### src/rtl/smul_seq_pkg.sv
package smul_seq_pkg;
  localparam int unsigned HALF_W = 8;
  localparam int unsigned OP_W   = 2 * HALF_W;
  localparam int unsigned RES_W  = 2 * OP_W;

  typedef enum logic [2:0] {
    ST_IDLE = 3'd0,
    ST_LL   = 3'd1,
    ST_HH   = 3'd2,
    ST_LH   = 3'd3,
    ST_HL   = 3'd4,
    ST_FIXB = 3'd5,
    ST_FIXA = 3'd6
  } step_t;
endpackage

### src/rtl/smul_bytemul.sv
module smul_bytemul #(
  parameter int unsigned W       = 8,
  parameter bit          USE_OP  = 1'b1
) (
  input  logic [W-1:0]   x,
  input  logic [W-1:0]   y,
  output logic [2*W-1:0] p
);
  localparam int unsigned PW = 2 * W;

  generate
    if (USE_OP) begin : g_op
      assign p = PW'(x) * PW'(y);
    end else begin : g_shift_add
      always_comb begin
        p = '0;
        for (int i = 0; i < W; i++) begin
          if (y[i]) p = p + (PW'(x) << i);
        end
      end
    end
  endgenerate
endmodule

### src/rtl/smul_seq_ctrl.sv
module smul_seq_ctrl
  import smul_seq_pkg::*;
(
  input  logic  clk,
  input  logic  rst_n,
  input  logic  start,
  output step_t step,
  output logic  accept,
  output logic  busy,
  output logic  done
);
  step_t step_q, step_d;

  assign busy   = (step_q != ST_IDLE);
  assign accept = start && !busy;
  assign step   = step_q;

  always_comb begin
    unique case (step_q)
      ST_IDLE: step_d = start ? ST_LL : ST_IDLE;
      ST_LL:   step_d = ST_HH;
      ST_HH:   step_d = ST_LH;
      ST_LH:   step_d = ST_HL;
      ST_HL:   step_d = ST_FIXB;
      ST_FIXB: step_d = ST_FIXA;
      ST_FIXA: step_d = ST_IDLE;
      default: step_d = ST_IDLE;
    endcase
  end

  always_ff @(posedge clk or negedge rst_n) begin
    if (!rst_n) begin
      step_q <= ST_IDLE;
      done   <= 1'b0;
    end else begin
      step_q <= step_d;
      done   <= (step_q == ST_FIXA);
    end
  end
endmodule

### src/rtl/smul_acc.sv
module smul_acc
  import smul_seq_pkg::*;
(
  input  logic              clk,
  input  logic              rst_n,
  input  logic              accept,
  input  step_t             step,
  input  logic [OP_W-1:0]   prod,
  input  logic [OP_W-1:0]   opa,
  input  logic [OP_W-1:0]   opb,
  output logic [RES_W-1:0]  res
);
  logic [OP_W-1:0]  upper;
  logic [OP_W-1:0]  sub_val;
  logic             sub_en;
  logic [OP_W-1:0]  upper_fixed;
  logic [RES_W-1:0] cross_sum;

  assign upper = res[RES_W-1:OP_W];

  // one shared subtractor serves both sign corrections
  always_comb begin
    if (step == ST_FIXB) begin
      sub_val = opa;
      sub_en  = opb[OP_W-1];
    end else begin
      sub_val = opb;
      sub_en  = opa[OP_W-1];
    end
    upper_fixed = sub_en ? (upper - sub_val) : upper;
  end

  // cross products enter at byte 1; carry out of the top byte drops
  assign cross_sum = res + (RES_W'(prod) << HALF_W);

  always_ff @(posedge clk or negedge rst_n) begin
    if (!rst_n) begin
      res <= '0;
    end else if (accept) begin
      res <= '0;
    end else begin
      unique case (step)
        ST_LL:   res[OP_W-1:0]     <= prod;
        ST_HH:   res[RES_W-1:OP_W] <= prod;
        ST_LH,
        ST_HL:   res               <= cross_sum;
        ST_FIXB,
        ST_FIXA: res[RES_W-1:OP_W] <= upper_fixed;
        default: res               <= res;
      endcase
    end
  end
endmodule

### src/rtl/smul_seq.sv
module smul_seq
  import smul_seq_pkg::*;
#(
  parameter bit USE_OP_MUL = 1'b1
) (
  input  logic              clk,
  input  logic              rst_n,
  input  logic              start,
  input  logic [OP_W-1:0]   op_a,
  input  logic [OP_W-1:0]   op_b,
  output logic              busy,
  output logic              done,
  output logic [RES_W-1:0]  product
);
  step_t             step;
  logic              accept;
  logic [OP_W-1:0]   a_q, b_q;
  logic [HALF_W-1:0] mul_x, mul_y;
  logic [OP_W-1:0]   mul_p;

  smul_seq_ctrl u_ctrl (
    .clk    (clk),
    .rst_n  (rst_n),
    .start  (start),
    .step   (step),
    .accept (accept),
    .busy   (busy),
    .done   (done)
  );

  always_ff @(posedge clk or negedge rst_n) begin
    if (!rst_n) begin
      a_q <= '0;
      b_q <= '0;
    end else if (accept) begin
      a_q <= op_a;
      b_q <= op_b;
    end
  end

  // byte selection: low byte of a in LL/LH, low byte of b in LL/HL
  always_comb begin
    mul_x = ((step == ST_LL) || (step == ST_LH)) ? a_q[HALF_W-1:0] : a_q[OP_W-1:HALF_W];
    mul_y = ((step == ST_LL) || (step == ST_HL)) ? b_q[HALF_W-1:0] : b_q[OP_W-1:HALF_W];
  end

  smul_bytemul #(.W(HALF_W), .USE_OP(USE_OP_MUL)) u_mul (
    .x (mul_x),
    .y (mul_y),
    .p (mul_p)
  );

  smul_acc u_acc (
    .clk    (clk),
    .rst_n  (rst_n),
    .accept (accept),
    .step   (step),
    .prod   (mul_p),
    .opa    (a_q),
    .opb    (b_q),
    .res    (product)
  );
endmodule

### config.mk
export PLATFORM = sky130hd
export DESIGN_NAME = smul_seq
export DESIGN_NICKNAME = d
export VERILOG_FILES = /design/src/rtl/smul_seq_pkg.sv /design/src/rtl/smul_bytemul.sv /design/src/rtl/smul_seq_ctrl.sv /design/src/rtl/smul_acc.sv /design/src/rtl/smul_seq.sv
export SDC_FILE = /design/constraint.sdc
export NUM_CORES = 1
export LEC_CHECK = 0
export BUFFER_PORTS_ARGS = -buffer_cell sky130_fd_sc_hd__buf_2
export CORE_AREA = 2 2 107 150
export CTS_BUF_LIST = sky130_fd_sc_hd__clkbuf_4 sky130_fd_sc_hd__clkbuf_8
export CTS_CLUSTER_DIAMETER = 30
export DETAILED_ROUTE_END_ITERATION = 6
export DIE_AREA = 0 0 109 152
export PLACE_DENSITY = 0.66
export SYNTH_ARGS = -nofsm -noshare
export SYNTH_HDL_FRONTEND = slang
export SYNTH_SLANG_ARGS = --single-unit
export TNS_END_PERCENT = 10
### constraint.sdc
create_clock -name clk -period 13.15 [get_ports clk]
set_clock_uncertainty 0.05 [all_clocks]
set_input_delay 2.63 -clock clk [delete_from_list [all_inputs] [get_ports clk]]
set_output_delay 2.63 -clock clk [all_outputs]
set_load 0.05 [all_outputs]
==> results.toml <==
[run]
cap_violations = 0

[timing]
fmax_ghz = 0.125
hold_viol_final = 0
fin_crit_ns = 8.00
fin_setup_tns_ns = 0
rsz0062_at_grt = "false"
tightestPinTransition_ns = 1.08
setup_viol = 0
maxSlewHeadroom = 0.259
fin_crit_sh = 0.608
drv_slew = 0

[critical_path]
path_class = "flop to flop"
worst_path_largest_cell_delay_ns = 0.61
crit_path_max_fanout = 14
cp.required_ns = 13.33
start_kind = "flop"
cp_slowest_cell = "mux2i_1"
crit_arrival_ns = 8.18
cp-end-kind = "flop"

[routing]
post_drt_wl_per_cell_um = 19.3
routed_wl_um = 21800
ant_nets = 0
route.vias.total = 6630
drcViolationCount = 0
drt_iter0_markers = 460
firstDrtPassIters = 5
detail_route.vias_per_cell = 5.86

[finish]
regArea_um2 = 1700
final_nets = 1072
multi_input_area_um2 = 5060
area_growth_pct = 10.1
fill_cells = 1513
antenna_cells = 0
drive_above_1_share = 0.111

[clock_tree]
clock_latency_ns = 0.37
post_cts_resized = 0
cts-root-buf = "clkbuf_8"
cts_hold_buf = 0
clock_sinks = 68
htreeDepth = 3
cts_buffer_depth = 2
clkTransAtPathRegs_ns = 0.09
numCtsBuffers = 9
cts_setup_buffers = 0
cts_tree = "built"

[synthesis]
synth_most_common_cell = "nand2_1"
yosysSeqAreaShare = 0.238
synth_top_family_by_area = "adder cells"
yosysTopAreaCell = "dfrtp_1"
async_flop_share = 1.00
synthCells = 874
synth_nets = 1016
avgSynthCellArea_um2 = 8.18
netlist.area_leader.share = 0.238
synthTopCellsByArea = "dfrtp_1 (24%), ha_1 (12%), fa_1 (11%)"
synth_fa_ha_area_frac = 0.227
synth-seq-cells = 68
synth_mux_area_frac = 0.0539
synth_edf_count = 0
synth_ff_type = "dfrtp_1"
yosys_warnings = 0
synth-compound-area-share = 0.182
ys_top_cells_by_count = "nand2_1 (149), nor2_1 (87), ha_1 (69), dfrtp_1 (68), inv_1 (67)"
synth_cell_types = 63
yosys.area_share.simple = 0.202
synth_area_um2 = 7150
synth-xor-area-share = 0.0429

[grt]
grt_max_degree = 69
track_usage = 0.267
grt_pass1_wl_um = 33800
grt_remaining_overflow = 0
antenna_found_initial = 0
grt_pass1_vias = 6322

[outcome]
status = "finished, final reports clean"

[die]
row_count = 54
die-height_um = 152
start_util = 0.466
fp.dieW_um = 109
boundaryPins = 69
dieArea_um2 = 16600
coreArea_um2 = 15300

[placement]
routabilityCongestion = 0.970
numPortBuffers = 68
place_hpwl_um = 16800

[min_path]
hp-class = "flop to flop"
[area by class of cell]
class | count | share of cell area
clock buffer | 10 | 0.0175
clock inverter | 6 | 0.0111
inverter | 69 | 0.0329
multi-input combinational | 709 | 0.643
sequential | 68 | 0.216
tap | 196 | 0.0312
timing repair buffer | 73 | 0.0480
[logic make-up after synthesis]
logic type	Yosys count
compound gates	199
mux	38
flops	68
fa+ha+maj	107
simple gates	330
buf+inv	97
xor+xnor	35
[sequential cells by signal, indices dropped and copies added (netlist names)]
name and cells:
u_acc.res 32, u_ctrl.done 1, u_ctrl.step 3, a_q 16, b_q 16
[stage by stage]
step	cells	util	instance area, µm²	worst slack [ns]	hold WS [ns]
global placement	1115	0.499	7650	5.59	0.432
global route	1131	0.513	7870	4.72	0.490
floorplan	874	-	7150	6.39	0.412
detailed placement	1115	0.499	7650	5.35	0.431
finish	1131	0.513	7870	5.15	0.459
CTS	1131	0.513	7870	5.30	0.458
[critical path, delay by kind of cell, from the launching register on]
family                   cells  cell delay (ns)
adder cells (fa/ha/maj)      6             2.64
AO/OA/AOI/OAI               10             2.30
AND/OR/NAND/NOR              5             1.06
multiplexers                 1             0.61
flip-flops                   1             0.55
buffers and inverters        5             0.44
XOR/XNOR                     1             0.21
[metal layers]
metal | vias up | part of all wire | track usage
li1 | 3128 | - | -
met1 | 3214 | 0.39 | 0.336
met2 | 222 | 0.51 | 0.451
met3 | 66 | 0.053 | 0.0352
met4 | 0 | 0.044 | 0.117
met5 | - | 0 | 0
[path summary, 6_finish.rpt]
check                      slack, ns  cells past startpoint            end           start
setup reg to reg                5.15                     28  u_acc.res[31]  u_ctrl.step[2]
max in group asynchronous       9.95                      2         a_q[1]           rst_n
min in group asynchronous       2.39                      2  u_acc.res[19]           rst_n
setup / recovery                5.15                     28  u_acc.res[31]  u_ctrl.step[2]
hold / removal                  0.46                      2   u_acc.res[4]    u_acc.res[4]
hold reg to reg                 0.46                      2   u_acc.res[4]    u_acc.res[4]
[cells in the final DEF, fill, tap and decap left out, drive strengths merged, types with 4 or more instances in the layout]
cell type / n
nand2: 150
nor2: 88
buf: 73
ha: 69
inv: 69
dfrtp: 68
a21oi: 59
o21ai: 43
fa: 38
mux2i: 34
xnor2: 25
nand3: 18
nor3: 15
o21a: 14
a211oi: 13
or2: 13
nor2b: 11
nand4: 11
a21o: 10
xor2: 10
clkbuf: 10
nand2b: 9
a221oi: 8
o31ai: 5
o31a: 5
o22ai: 5
o211ai: 5
mux2: 4
o21bai: 4
clkinv: 4
Power is not shown: default switching activity piles up to over one toggle a cycle in this logic, so the estimate is an artifact.
